--- src/rtl/irq_route_pkg.sv ---
package irq_route_pkg;
  localparam int unsigned NUM_SRC   = 9;
  localparam int unsigned NUM_LINE  = 3;
  localparam int unsigned WORD_W    = 32;
  localparam int unsigned PEND_LSB  = 16;
  localparam int unsigned LINE_STEP = 4;
  // Sources whose sense is hard-wired, and their level (1 = active high)
  localparam logic [NUM_SRC-1:0] FIXED_SEL  = 9'b1_0000_0110;
  localparam logic [NUM_SRC-1:0] FIXED_HIGH = 9'b1_0000_0010;
endpackage

--- src/rtl/irq_sync_2ff.sv ---
module irq_sync_2ff #(
  parameter int unsigned W = 9
) (
  input  logic         clk,
  input  logic         rst_n,
  input  logic [W-1:0] d_async,
  output logic [W-1:0] d_sync
);
  logic [W-1:0] stage1_q;
  logic [W-1:0] stage2_q;

  always_ff @(posedge clk or negedge rst_n) begin
    if (!rst_n) begin
      stage1_q <= '0;
      stage2_q <= '0;
    end else begin
      stage1_q <= d_async;
      stage2_q <= stage1_q;
    end
  end

  assign d_sync = stage2_q;
endmodule

--- src/rtl/irq_polarity_norm.sv ---
module irq_polarity_norm #(
  parameter int unsigned   N          = 9,
  parameter logic [N-1:0]  FIXED_SEL  = '0,
  parameter logic [N-1:0]  FIXED_HIGH = '0
) (
  input  logic [N-1:0] lvl_sync,
  input  logic [N-1:0] pol_cfg,
  output logic [N-1:0] pol_eff,
  output logic [N-1:0] active
);
  // Fixed-sense sources override the software setting
  for (genvar i = 0; i < N; i++) begin : g_src
    if (FIXED_SEL[i]) begin : g_fixed
      assign pol_eff[i] = FIXED_HIGH[i];
    end else begin : g_cfg
      assign pol_eff[i] = pol_cfg[i];
    end
    assign active[i] = ~(lvl_sync[i] ^ pol_eff[i]);
  end
endmodule

--- src/rtl/irq_line_unit.sv ---
module irq_line_unit #(
  parameter int unsigned N = 9
) (
  input  logic         clk,
  input  logic         rst_n,
  input  logic         wr_hit,
  input  logic [N-1:0] wr_en_bits,
  input  logic [N-1:0] wr_ack_bits,
  input  logic [N-1:0] src_active,
  output logic [N-1:0] en_q,
  output logic [N-1:0] pend_q,
  output logic         req
);
  logic [N-1:0] ack_now;
  logic [N-1:0] pend_d;

  assign ack_now = wr_hit ? wr_ack_bits : '0;

  always_comb begin
    for (int i = 0; i < N; i++) begin
      if (ack_now[i]) pend_d[i] = 1'b0;
      else            pend_d[i] = pend_q[i] | (src_active[i] & en_q[i]);
    end
  end

  always_ff @(posedge clk or negedge rst_n) begin
    if (!rst_n) begin
      en_q   <= '0;
      pend_q <= '0;
    end else begin
      pend_q <= pend_d;
      if (wr_hit) en_q <= wr_en_bits;
    end
  end

  assign req = |(pend_q & en_q);
endmodule

--- src/rtl/irq_route_ctrl.sv ---
module irq_route_ctrl
  import irq_route_pkg::*;
#(
  parameter int unsigned N_SRC  = NUM_SRC,
  parameter int unsigned N_LINE = NUM_LINE,
  parameter int unsigned ADDR_W = 8,
  parameter logic [N_SRC-1:0] FIX_SEL  = FIXED_SEL,
  parameter logic [N_SRC-1:0] FIX_HIGH = FIXED_HIGH
) (
  input  logic                clk,
  input  logic                rst_n,
  input  logic [N_SRC-1:0]    src_raw,
  input  logic                bus_wr_en,
  input  logic [ADDR_W-1:0]   bus_addr,
  input  logic [WORD_W-1:0]   bus_wdata,
  output logic [WORD_W-1:0]   bus_rdata,
  output logic [N_LINE-1:0]   irq_n
);
  localparam logic [ADDR_W-1:0] POL_ADDR = '0;

  logic [N_SRC-1:0]              src_sync;
  logic [N_SRC-1:0]              pol_q;
  logic [N_SRC-1:0]              pol_eff;
  logic [N_SRC-1:0]              src_active;
  logic [N_LINE-1:0][N_SRC-1:0]  line_en;
  logic [N_LINE-1:0][N_SRC-1:0]  line_pend;
  logic [N_LINE-1:0]             line_req;
  logic                          wdata_unused;

  assign wdata_unused = ^bus_wdata;

  irq_sync_2ff #(.W(N_SRC)) sync_i (
    .clk     (clk),
    .rst_n   (rst_n),
    .d_async (src_raw),
    .d_sync  (src_sync)
  );

  always_ff @(posedge clk or negedge rst_n) begin
    if (!rst_n)                                pol_q <= '0;
    else if (bus_wr_en && bus_addr == POL_ADDR) pol_q <= bus_wdata[N_SRC-1:0];
  end

  irq_polarity_norm #(
    .N          (N_SRC),
    .FIXED_SEL  (FIX_SEL),
    .FIXED_HIGH (FIX_HIGH)
  ) norm_i (
    .lvl_sync (src_sync),
    .pol_cfg  (pol_q),
    .pol_eff  (pol_eff),
    .active   (src_active)
  );

  for (genvar l = 0; l < N_LINE; l++) begin : g_line
    localparam logic [ADDR_W-1:0] MY_ADDR = ADDR_W'(LINE_STEP * (l + 1));
    logic hit;
    assign hit = bus_wr_en && (bus_addr == MY_ADDR);

    irq_line_unit #(.N(N_SRC)) line_i (
      .clk         (clk),
      .rst_n       (rst_n),
      .wr_hit      (hit),
      .wr_en_bits  (bus_wdata[N_SRC-1:0]),
      .wr_ack_bits (bus_wdata[PEND_LSB +: N_SRC]),
      .src_active  (src_active),
      .en_q        (line_en[l]),
      .pend_q      (line_pend[l]),
      .req         (line_req[l])
    );
    assign irq_n[l] = ~line_req[l];
  end

  always_comb begin
    bus_rdata = '0;
    if (bus_addr == POL_ADDR) bus_rdata[N_SRC-1:0] = pol_eff;
    for (int l = 0; l < N_LINE; l++) begin
      if (bus_addr == ADDR_W'(LINE_STEP * (l + 1))) begin
        bus_rdata[N_SRC-1:0]          = line_en[l];
        bus_rdata[PEND_LSB +: N_SRC]  = line_pend[l];
      end
    end
  end
endmodule

--- config.mk ---
export PLATFORM = sky130hd
export DESIGN_NAME = irq_route_ctrl
export DESIGN_NICKNAME = d
export VERILOG_FILES = /design/src/rtl/irq_route_pkg.sv /design/src/rtl/irq_sync_2ff.sv /design/src/rtl/irq_polarity_norm.sv /design/src/rtl/irq_line_unit.sv /design/src/rtl/irq_route_ctrl.sv
export SDC_FILE = /design/constraint.sdc
export NUM_CORES = 1
export LEC_CHECK = 0
export ABC_AREA = 0
export BUFFER_PORTS_ARGS = -buffer_cell sky130_fd_sc_hd__buf_4
export CORE_AREA = 10 10 101 103
export CTS_BUF_LIST = sky130_fd_sc_hd__clkbuf_4 sky130_fd_sc_hd__clkbuf_8
export CTS_CLUSTER_DIAMETER = 150
export CTS_CLUSTER_SIZE = 40
export DETAILED_ROUTE_END_ITERATION = 10
export DIE_AREA = 0 0 111 113
export PLACE_DENSITY_LB_ADDON = 0.15
export SLEW_MARGIN = 20
export SYNTH_ARGS = -nofsm -noshare
export SYNTH_HDL_FRONTEND = slang
export SYNTH_SLANG_ARGS = --single-unit
--- constraint.sdc ---
create_clock -name clk -period 2.3 [get_ports clk]
set_input_delay 0.46 -clock clk [delete_from_list [all_inputs] [get_ports clk]]
set_output_delay 0.46 -clock clk [all_outputs]
set_load 0.05 [all_outputs]
* Yosys cells after proc, flatten, opt, wreduce, memory -nomap -nowiden
Cells that the tools add are included.
Operators by class: mux-type cells 37, bitwise gates (word level) 73, equal/unequal tests 3, reduce and logical (&&, ||, !) cells 8
Operators by type and width (number):
- $mux 9 | 10
- $and 1x1->1 | 27
- $and 9x9->9 | 3
- $mux 1 | 27
- $or 1x1->1 | 27
- $reduce_or 9->1 | 3
- $eq 8x4->1 const B | 2
- $not 1->1 | 10
- $eq 8x3->1 const B | 1
- $logic_not 8->1 | 1
- $xor 1x1->1 | 6
- $logic_and 1x1->1 | 4
Storage, ports and cells: bits of input ports 52, bits in registers 80, logic and storage cells 130

* Longest topological paths before layout
Gate-level depths: netlist (run 1).
depth in word-level cells 5, depth in mapped cells 5, depth with buffers taken out 3

* Modules after synthesis
From an unflattened synthesis (run 1), not the netlist that was laid out.
Second synthesis, totals: cell total of the unflattened synthesis 293, area, all modules 3809.9 um^2
By module, submodules not included:
- irq_line_unit | times used 3, area an instance 718.2 um^2, sequential area each 450.4 um^2, cells an instance 52
- irq_route_ctrl | times used 1, area an instance 1058.5 um^2, sequential area each 225.2 um^2, cells an instance 99
- irq_sync_2ff | times used 1, area an instance 450.4 um^2, sequential area each 450.4 um^2, cells an instance 18
- irq_polarity_norm | times used 1, area an instance 146.4 um^2, sequential area each 0.0 um^2, cells an instance 20

* Worst setup path after synthesis (run 1)
OpenSTA, ideal clock, no wires.
path type input to output, start input port bus_addr[2], end output port bus_rdata[1], cell stages on the path 4, slack -0.458 ns, data arrival time 2.298 ns, required time 1.840 ns, buffers on the path 2, cells stage by stage buf_2 -> buf_2 -> mux2i_1 -> a221oi_1
Between the ends: cells in the longest elaborated chain, start to end 5
RTL lines:
- from (decl) | line irq_route_ctrl.sv:14 | input logic [ADDR_W-1:0] bus_addr,
- $logic_not 8->1 | line irq_route_ctrl.sv:76 | if (bus_addr == POL_ADDR) bus_rdata[N_SRC-1:0] = pol_eff;
- $mux 9 | line irq_route_ctrl.sv:76
- $mux 9 (2 in series) | line irq_route_ctrl.sv:78 | if (bus_addr == ADDR_W'(LINE_STEP * (l + 1))) begin
- $mux 9 (*) | line irq_route_ctrl.sv:78
- to (decl) | line irq_route_ctrl.sv:16 | output logic [WORD_W-1:0] bus_rdata,
Every way passes the cells marked *; elsewhere a longest branch is shown, timed or not.

* Worst setup path after layout (run 1)
start register g_line[1].line_i.en_q[5], end output port irq_n[1]
Between the ends: cells in the longest elaborated chain, start to end 3
RTL lines:
- from (decl) | line irq_line_unit.sv:10 | output logic [N-1:0] en_q,
- from (signal assigned) | line irq_line_unit.sv:32 | if (wr_hit) en_q <= wr_en_bits;
- $and 9x9->9 | line irq_line_unit.sv:36 | assign req = |(pend_q & en_q);
- $reduce_or 9->1 | line irq_line_unit.sv:36
- $not 1->1 | line irq_route_ctrl.sv:71 | assign irq_n[l] = ~line_req[l];
- to (decl) | line irq_route_ctrl.sv:17 | output logic [N_LINE-1:0] irq_n
Every way passes these cells.

==> results.toml, run 1 <==
[floorplan]
fp-row-count = 33
coreArea_mm2 = 0.008134
start_util = 0.4421
dieArea_mm2 = 0.01254
die_h_um = 113
dieWidth_um = 111
num_io_pins = 87

[setup_path]
required_ns = 1.84
arrival_ns = 1.86
endpoint_kind = "output pin"
critPathKind = "register to output pin"
crit_fanout = 2
start_kind = "register"

[power_and_ir_drop]
ir_drop_uv = 439.8
pwr_density_cell_mw_per_mm2 = 684.2
p_leak_uw = 0.002093

[timing]
setup_violations = 2
drv_slew = 0
hold_ws_ns = 0.2057
final.setup_skew_ns = 0.006994
hold_viol = 0
period_share = 1.010
fin_ws_ns = -0.02284
max_freq_mhz = 430.5
layout_min_cycle_time_ns = 2.323
rsz0062_at_grt = "true"

[cts]
htreeDepth = 3
cts_sinks = 78
clockRootBuffer = "clkbuf_8"
cts_buffers = 9
clk_path_buf_depth = 2
cts.reportedPaths.clkPinSlew_ns = 0.08
cts_tree = "built"
worstSkewPairLatency_ns = 0.35

[layout]
utilization = 0.5591
multi_input_area_mm2 = 0.001553
layout-drive-gt1-share = 0.4231
syn2layout_area_growth_pct = 26.48
finalNetCount = 411
register_area_mm2 = 0.001952
fillers = 719
num_antenna_cells = 0

[synth]
syn_area_mm2 = 0.003596
ys_seq_area_frac = 0.5428
async_reset_ff_frac = 1.000
synthCells = 278
ys_top_cells_by_area = "dfrtp_1 (54%), mux2_2 (7.8%), mux2_4 (7.5%), a31oi_1 (4.7%), a21oi_1 (3.8%)"
yosys_register_bits = 78
synth_warnings = 0
yosysUniqueCellTypes = 28
synth_commonest_cells = "dfrtp_1 (78), a21oi_1 (27), a31oi_1 (27)"
synth_ff_type = "dfrtp_1"
synth-edff-count = 0
syn_area_per_cell_um2 = 12.94
yosysMostFrequentCell = "dfrtp_1"
yosysTopAreaCell = "dfrtp_1"
synth_top_area_share = 0.5428

[global_route]
grt_max_degree = 36
grt_pass1_vias = 2771
grt_first_pass_wirelength_um = 15600
overflow = 0
grt_use_total = 0.1560
antenna_found_initial = 0

[detailed_routing]
firstDrtPassIters = 4
dr_total_vias = 2634
wl_per_cell_um = 20.67
drt_iter0_drc = 127
viasPerCell = 5.616
drc_errors = 0
drtAntennaViolNets = 0
wl_um = 9695

[placed_design]
place.gp.congestion = 0.7909
post-place-ws_ns = 0.08748
place_hpwl_um = 6988
place.port_buffers = 58

[hold_path]
hold_path_class = "input pin to register"

[run]
cap_violations = 0

[status]
violations = "setup timing"
status = "complete, but fails checks"
## critical path, stage by stage (launching register included)
cell and delay, ns:
dfrtp_1 0.40, a222oi_1 0.46, nand3_1 0.20, a221oi_2 0.25, buf_6 0.20
## power by group
group	leakage, µW	internal (µW)	switching (µW)	total (µW)
registers	0.000907	1440	56.6	1490
clock network	0.000107	637	497	1130
logic	0.00108	201	284	485
## kinds of logic (layout without fill, tap and decap cells)
kind of cell | Yosys count | after routing | share of synthesized area
AO/OA/AOI/OAI | 78 | 78 | 0.1385
flip-flops | 78 | 78 | 0.5428
multiplexers | 51 | 51 | 0.1966
AND/OR/NAND/NOR | 34 | 34 | 0.05567
buffers and inverters | 30 | 103 | 0.05080
XOR/XNOR | 6 | 6 | 0.01461
other | 1 | 14 | 0.001043
## per-stage QoR
stage / total power [µW] / std cells / cell area [µm²] / TNS, ns
after CTS: 3146 / 469 / 4548 / -0.1474
final: 3112 / 469 / 4548 / -0.04520
after floorplan: 1805 / 291 / 3687 / -0.9608
after global routing: 3250 / 469 / 4548 / -0.2894
after global placement: 1979 / 446 / 4259 / 0
after detailed placement: 1984 / 446 / 4259 / 0
## layout make-up
type | instances | area share
Sequential cell | 78 | 0.4292
Multi-Input combinational cell | 183 | 0.3414
Timing Repair Buffer | 83 | 0.1483
Clock buffer | 11 | 0.03054
Tap cell | 105 | 0.02889
Clock inverter | 5 | 0.01843
Inverter | 4 | 0.003301
## per-layer routing
layer  GRT usage  up-vias  routed length, µm
met5           0        -                  0
met4     0.05208        0                164
met3     0.05177       15                833
met2      0.2378      115               4486
met1      0.2042     1311               4210
li1            -     1193                  -
## path summary, 6_finish.rpt
kind / from / end / slack, ns / cells past startpoint
setup reg to reg: pol_q[0] / g_line[2].line_i.pend_q[0] / 1.22 / 3
min in group asynchronous: rst_n / pol_q[3] / 0.54 / 2
setup / recovery: g_line[1].line_i.en_q[5] / irq_n[1] / -0.02 / 4
max in group asynchronous: rst_n / g_line[0].line_i.pend_q[1] / 1.17 / 3
hold / removal: src_raw[3] / sync_i.stage1_q[3] / 0.21 / 1
hold reg to reg: sync_i.stage1_q[1] / sync_i.d_sync[1] / 0.35 / 0
## sequential cells by signal, summed over array words and instances, names as in the netlist
signal and count:
g_line.line_i.pend_q 27, g_line.line_i.en_q 27, sync_i.stage1_q 9, sync_i.d_sync 9, pol_q 6
## what timing repair did
item / CTS / global route
hold buffers: 1 / 0
pin swaps: 6 / 2
resized for setup: 3 / 0
setup endpoints to repair: 3 / 3
endpoints found under the hold margin: 11 / 0
setup buffers: 6 / 0
## layout by cell type (no fill, tap or decap)
master / count
a22oi_1: 16
clkinv_4: 1
a221oi_2: 4
dfrtp_1: 78
a221oi_4: 1
nand4_1: 2
clkinvlp_4: 2
nand3_1: 3
a31oi_1: 27
inv_1: 4
or4b_1: 1
nor4_4: 1
and3_1: 7
conb_1: 14
mux2i_1: 2
dlygate4sd3_1: 1
or4bb_1: 1
clkbuf_4: 2
a222oi_1: 3
bufinv_16: 2
buf_4: 76
buf_6: 3
mux4_2: 6
nor2_1: 14
nand2_1: 1
clkbuf_8: 9
xnor2_1: 6
buf_12: 3
or4_4: 1
mux2_4: 18
a21oi_1: 27
or3_1: 2
mux2_2: 25
nor2b_1: 1
(Power assumes the default switching activity.)
==> run 2, diff against run 1 <==
Settings changed: CORE_AREA 10 10 101 103 to 10 10 99 101, DIE_AREA 0 0 111 113 to 0 0 109 111.
==> results.toml, run 2 (synthesis results as in run 1) <==
[status]
status = "complete, but fails checks"
violations = "setup timing"

[setup_path]
crit_slowest_cell = "a222oi_1"
startpoint = "g_line[1].line_i.en_q[5]"
r2r-start = "pol_q[0]"
critPathKind = "register to output pin"
arrival_ns = 1.91
worstPathCellList = "a222oi_1 > nand3_1 > a221oi_2 > buf_6"
endpoint_kind = "output pin"
required_ns = 1.84
crit_fanout = 4
cpPeakStageDelay_ns = 0.49
start_kind = "register"

[global_route]
grt_max_degree = 37
antenna_found_initial = 0
overflow = 0
grt_use_total = 0.1658
grt_first_pass_wirelength_um = 15840
grt_pass1_vias = 2850

[cts]
cts.reportedPaths.clkPinSlew_ns = 0.08
worstSkewPairLatency_ns = 0.34
htreeDepth = 3
cts_tree = "built"
clockRootBuffer = "clkbuf_8"
cts_sinks = 78
cts_buffers = 9
clk_path_buf_depth = 2

[hold_path]
hold_path_class = "input pin to asynchronous set/reset pin"

[layout]
finalNetCount = 408
fillers = 683
utilization = 0.5676
layout_common_cells = "dfrtp_1 (78), buf_4 (72), a21oi_1 (27), a31oi_1 (27), mux2_2 (25)"
design_area_mm2 = 0.004523
register_area_mm2 = 0.001952
final_common_cell = "dfrtp_1"
syn2layout_area_growth_pct = 25.78
reg_top3 = "g_line.line_i.en_q x27, g_line.line_i.pend_q x27"
multi_input_area_mm2 = 0.001553
num_antenna_cells = 0
layout-drive-gt1-share = 0.4194

[power_and_ir_drop]
power.share.sequential = 0.493
p_int_uw = 2195
p_sw_uw = 839.8
p_sw_frac = 0.2767
ir_drop_uv = 399.7
p_leak_uw = 0.002083
p_comb_frac = 0.158
pwr_density_cell_mw_per_mm2 = 670.9
clockPowerShare = 0.350

[timing]
fin_ws_ns = -0.06691
final.setup_skew_ns = 0.005457
max_freq_mhz = 422.5
drv_slew = 0
rsz0062_at_grt = "true"
hold_viol = 0
layout_min_cycle_time_ns = 2.367
hold_ws_ns = 0.06862
setup_violations = 1
totalNegativeSetupSlack_ns = -0.06691
period_share = 1.029

[detailed_routing]
wl_per_cell_um = 20.83
firstDrtPassIters = 4
wl_um = 9684
drc_errors = 0
dr_total_vias = 2576
viasPerCell = 5.540
drtAntennaViolNets = 0
drt_iter0_drc = 226

[floorplan]
start_util = 0.4512
fp-row-count = 33
dieWidth_um = 109
coreArea_mm2 = 0.007969
die_h_um = 111
dieArea_mm2 = 0.01210
num_io_pins = 87

[placed_design]
place.port_buffers = 58
place_area_mm2 = 0.004287
place_hpwl_um = 6859
place.gp.congestion = 0.8133

[run]
cap_violations = 0
[run 2: repair_timing]
action / 4_1_cts / 5_1_grt
gates resized for setup: 3 / 1
pin swaps: 4 / 1
buffers inserted: 1 / 1
hold buffers: 0 / 0
setup endpoints to repair: 3 / 10
endpoints found under the hold margin: 0 / 0
[run 2: critical path, delay by kind of cell, from the launching register on]
family | cells | cell delay [ns]
simple gates | 1 | 0.18
flops | 1 | 0.43
compound gates | 2 | 0.75
buf+inv | 1 | 0.21
[run 2: power groups by stage]
| stage | clock network (µW) | registers, µW | logic [µW] |
|---|---|---|---|
| after floorplan | 0 | 1500 | 303 |
| after global placement | 0 | 1520 | 460 |
| after detailed placement | 0 | 1520 | 465 |
| after CTS | 1090 | 1490 | 481 |
| after global routing | 1140 | 1500 | 513 |
| final | 1060 | 1490 | 479 |
[run 2: layer usage]
metal | global-route usage | share of wire | up-vias
met5 | 0 | 0 | -
met4 | 0.04310 | 0.0071 | 0
met3 | 0.04709 | 0.11 | 8
met2 | 0.2605 | 0.49 | 123
met1 | 0.2173 | 0.40 | 1258
li1 | - | - | 1187
[run 2: cell type report]
cell class,count,area share
Clock buffer,11,0.03347
Clock inverter,4,0.01217
Inverter,4,0.003320
Multi-Input combinational cell,183,0.3433
Sequential cell,78,0.4315
Tap cell,105,0.02905
Timing Repair Buffer,80,0.1472
[run 2: worst paths after layout]
check	to	slack [ns]	cells past startpoint
max in group asynchronous	sync_i.stage1_q[1]	1.66	2
hold reg to reg	sync_i.d_sync[3]	0.35	0
setup / recovery	irq_n[1]	-0.07	4
min in group clk	sync_i.stage1_q[2]	0.22	1
setup reg to reg	g_line[2].line_i.pend_q[0]	1.22	3
hold / removal	g_line[1].line_i.en_q[3]	0.07	1
[run 2: through the flow]
step | std cells | setup slack (ns) | total power (µW)
after CTS | 464 | -0.02980 | 3061
after detailed placement | 448 | 0.02954 | 1987
final | 465 | -0.06691 | 3035
after global routing | 465 | -0.08426 | 3161
after global placement | 448 | 0.05600 | 1979
after floorplan | 291 | -0.09528 | 1805
==> run 3, diff against run 2 <==
--- a/config.mk
+++ b/config.mk
@@ -8,4 +8,4 @@
 export ABC_AREA = 0
-export BUFFER_PORTS_ARGS = -buffer_cell sky130_fd_sc_hd__buf_4
-export CORE_AREA = 10 10 99 101
+export BUFFER_PORTS_ARGS = -buffer_cell sky130_fd_sc_hd__buf_2
+export CORE_AREA = 10 10 102 104
 export CTS_BUF_LIST = sky130_fd_sc_hd__clkbuf_4 sky130_fd_sc_hd__clkbuf_8
@@ -14,3 +14,3 @@
 export DETAILED_ROUTE_END_ITERATION = 10
-export DIE_AREA = 0 0 109 111
+export DIE_AREA = 0 0 112 114
 export PLACE_DENSITY_LB_ADDON = 0.15
@@ -19,2 +19,3 @@
 export SYNTH_HDL_FRONTEND = slang
+export SYNTH_HIERARCHICAL = 1
 export SYNTH_SLANG_ARGS = --single-unit
--- a/constraint.sdc
+++ b/constraint.sdc
@@ -3,2 +3,2 @@
 set_output_delay 0.46 -clock clk [all_outputs]
-set_load 0.05 [all_outputs]
+set_load 0.02 [all_outputs]
==> results.toml, run 3 <==
[run]
cap_violations = 0

[global_route]
grt_max_degree = 41
grt_first_pass_wirelength_um = 14360
grt_use_total = 0.1402
antenna_found_initial = 0
overflow = 0
grt_pass1_vias = 2685

[cts]
post_cts.repair.setup_buffers = 0
cts_sinks = 78
cts_resized = 0
htreeDepth = 3
cts_buffers = 9
clk_path_buf_depth = 2
cts_tree = "built"
clockRootBuffer = "clkbuf_8"
worstSkewPairLatency_ns = 0.35
cts_hold_buf = 0
cts.reportedPaths.clkPinSlew_ns = 0.09

[floorplan]
coreArea_mm2 = 0.008466
dieArea_mm2 = 0.01277
num_io_pins = 87
die_h_um = 114
start_util = 0.4372
fp-row-count = 34
dieWidth_um = 112

[timing]
max_freq_mhz = 479.2
layout_min_cycle_time_ns = 2.087
setup_violations = 0
drv_slew = 0
final.setup_skew_ns = 0.006416
hold_viol = 0
rsz0062_at_grt = "false"
fin_ws_ns = 0.2133
tightest_slew_ns = 0.5220
period_share = 0.9073
maxSlewHeadroom = 0.6520
totalNegativeSetupSlack_ns = 0

[detailed_routing]
firstDrtPassIters = 7
wl_um = 8861
drt_iter0_drc = 123
drtAntennaViolNets = 0
dr_total_vias = 2494
wl_per_cell_um = 19.10
drc_errors = 0
viasPerCell = 5.375

[setup_path]
arrival_ns = 1.63
critPathKind = "input pin to output pin"
cpPeakStageDelay_ns = 0.34
crit_slowest_cell = "nand3_1"
start_kind = "input pin"
required_ns = 1.84
endpoint_kind = "output pin"
cp.buffers_inverters = 3
critPathTopFamily = "simple AND/OR/NAND/NOR gates"
worstPathCellList = "buf_2 > nor2_1 > buf_4 > nand3_1 > nor2_1 > buf_2"
crit_fanout = 9

[layout]
register_area_mm2 = 0.001952
reg_top3 = "g_line.line_i/en_q x27, g_line.line_i/pend_q x27"
layout-drive-gt1-share = 0.4101
syn2layout_area_growth_pct = 15.15
fillers = 788
layout_common_cells = "dfrtp_1 (78), buf_2 (57), a21oi_1 (54), mux2_2 (39)"
finalNetCount = 404
final_common_cell = "dfrtp_1"
design_area_mm2 = 0.004262
multi_input_area_mm2 = 0.001473
num_antenna_cells = 0

[synth]
syn_area_per_cell_um2 = 12.90
synth_warnings = 6
syn_area_mm2 = 0.003701
synthCells = 287

[hold_path]
hold_path_class = "input pin to asynchronous set/reset pin"

[power_and_ir_drop]
p_comb_frac = 0.119
ir_drop_uv = 317.6
clockPowerShare = 0.358
p_leak_uw = 0.001983
pwr_density_cell_mw_per_mm2 = 671.5
p_int_uw = 2094
power.share.sequential = 0.522
p_sw_frac = 0.2684
p_sw_uw = 768.0

[placed_design]
place.gp.congestion = 0.7896
post-place-ws_ns = 0.2004
place.port_buffers = 58
place_area_mm2 = 0.004068
place_hpwl_um = 6536

[status]
status = "finished, final reports clean"
run 3: per-layer routing:
layer,GRT usage,wire length (µm),vias to the layer above
met5,0,0,-
met4,0.04399,106,0
met3,0.04672,492,11
met2,0.2323,4415,84
met1,0.1692,3846,1263
li1,-,-,1136
run 3: area by class of cell:
type                       count  share of cell area
clock buffer                   9             0.02907
clock inverter                 6             0.01644
inverter                       4            0.003523
multi-input combinational    181              0.3456
sequential                    78              0.4580
tap                          108             0.03171
timing repair buffer          78              0.1157
run 3: worst register-to-register path: stages, from the launching register on:
cell and delay (ns):
dfrtp_1 0.41, xnor2_1 0.32, a21oi_1 0.12, a21oi_1 0.12
run 3: power by group through the flow:
stage | clock network (µW) | logic [µW] | registers [µW]
4_1_cts | 1060 | 346 | 1490
2_1_floorplan | 0 | 232 | 1500
6_report | 1030 | 341 | 1490
5_1_grt | 1120 | 376 | 1500
3_3_place_gp | 0 | 341 | 1520
3_5_place_dp | 0 | 345 | 1520
run 3: final timing paths:
check / start / to / slack, ns / cells after the start
min in group clk: src_raw[7] / sync_i/stage1_q[7] / 0.20 / 1
worst min register to register: sync_i/stage1_q[6] / sync_i/d_sync[6] / 0.35 / 0
worst max register to register: pol_q[5] / g_line[2].line_i/pend_q[5] / 1.26 / 3
worst max-delay path: bus_addr[1] / bus_rdata[18] / 0.21 / 6
worst min-delay path: rst_n / sync_i/stage1_q[7] / 0.07 / 1
max in group asynchronous: rst_n / g_line[2].line_i/pend_q[6] / 1.63 / 2
run 3: per-stage QoR:
stage / hold slack [ns] / power, µW / cells / utilization
CTS: 0.08409 / 2904 / 464 / 0.5034
detailed placement: 0.3347 / 1866 / 449 / 0.4805
floorplan: 0.1644 / 1733 / 301 / -
global route: 0.09908 / 2999 / 464 / 0.5034
global placement: 0.3318 / 1860 / 449 / 0.4805
finish: 0.07325 / 2862 / 464 / 0.5034
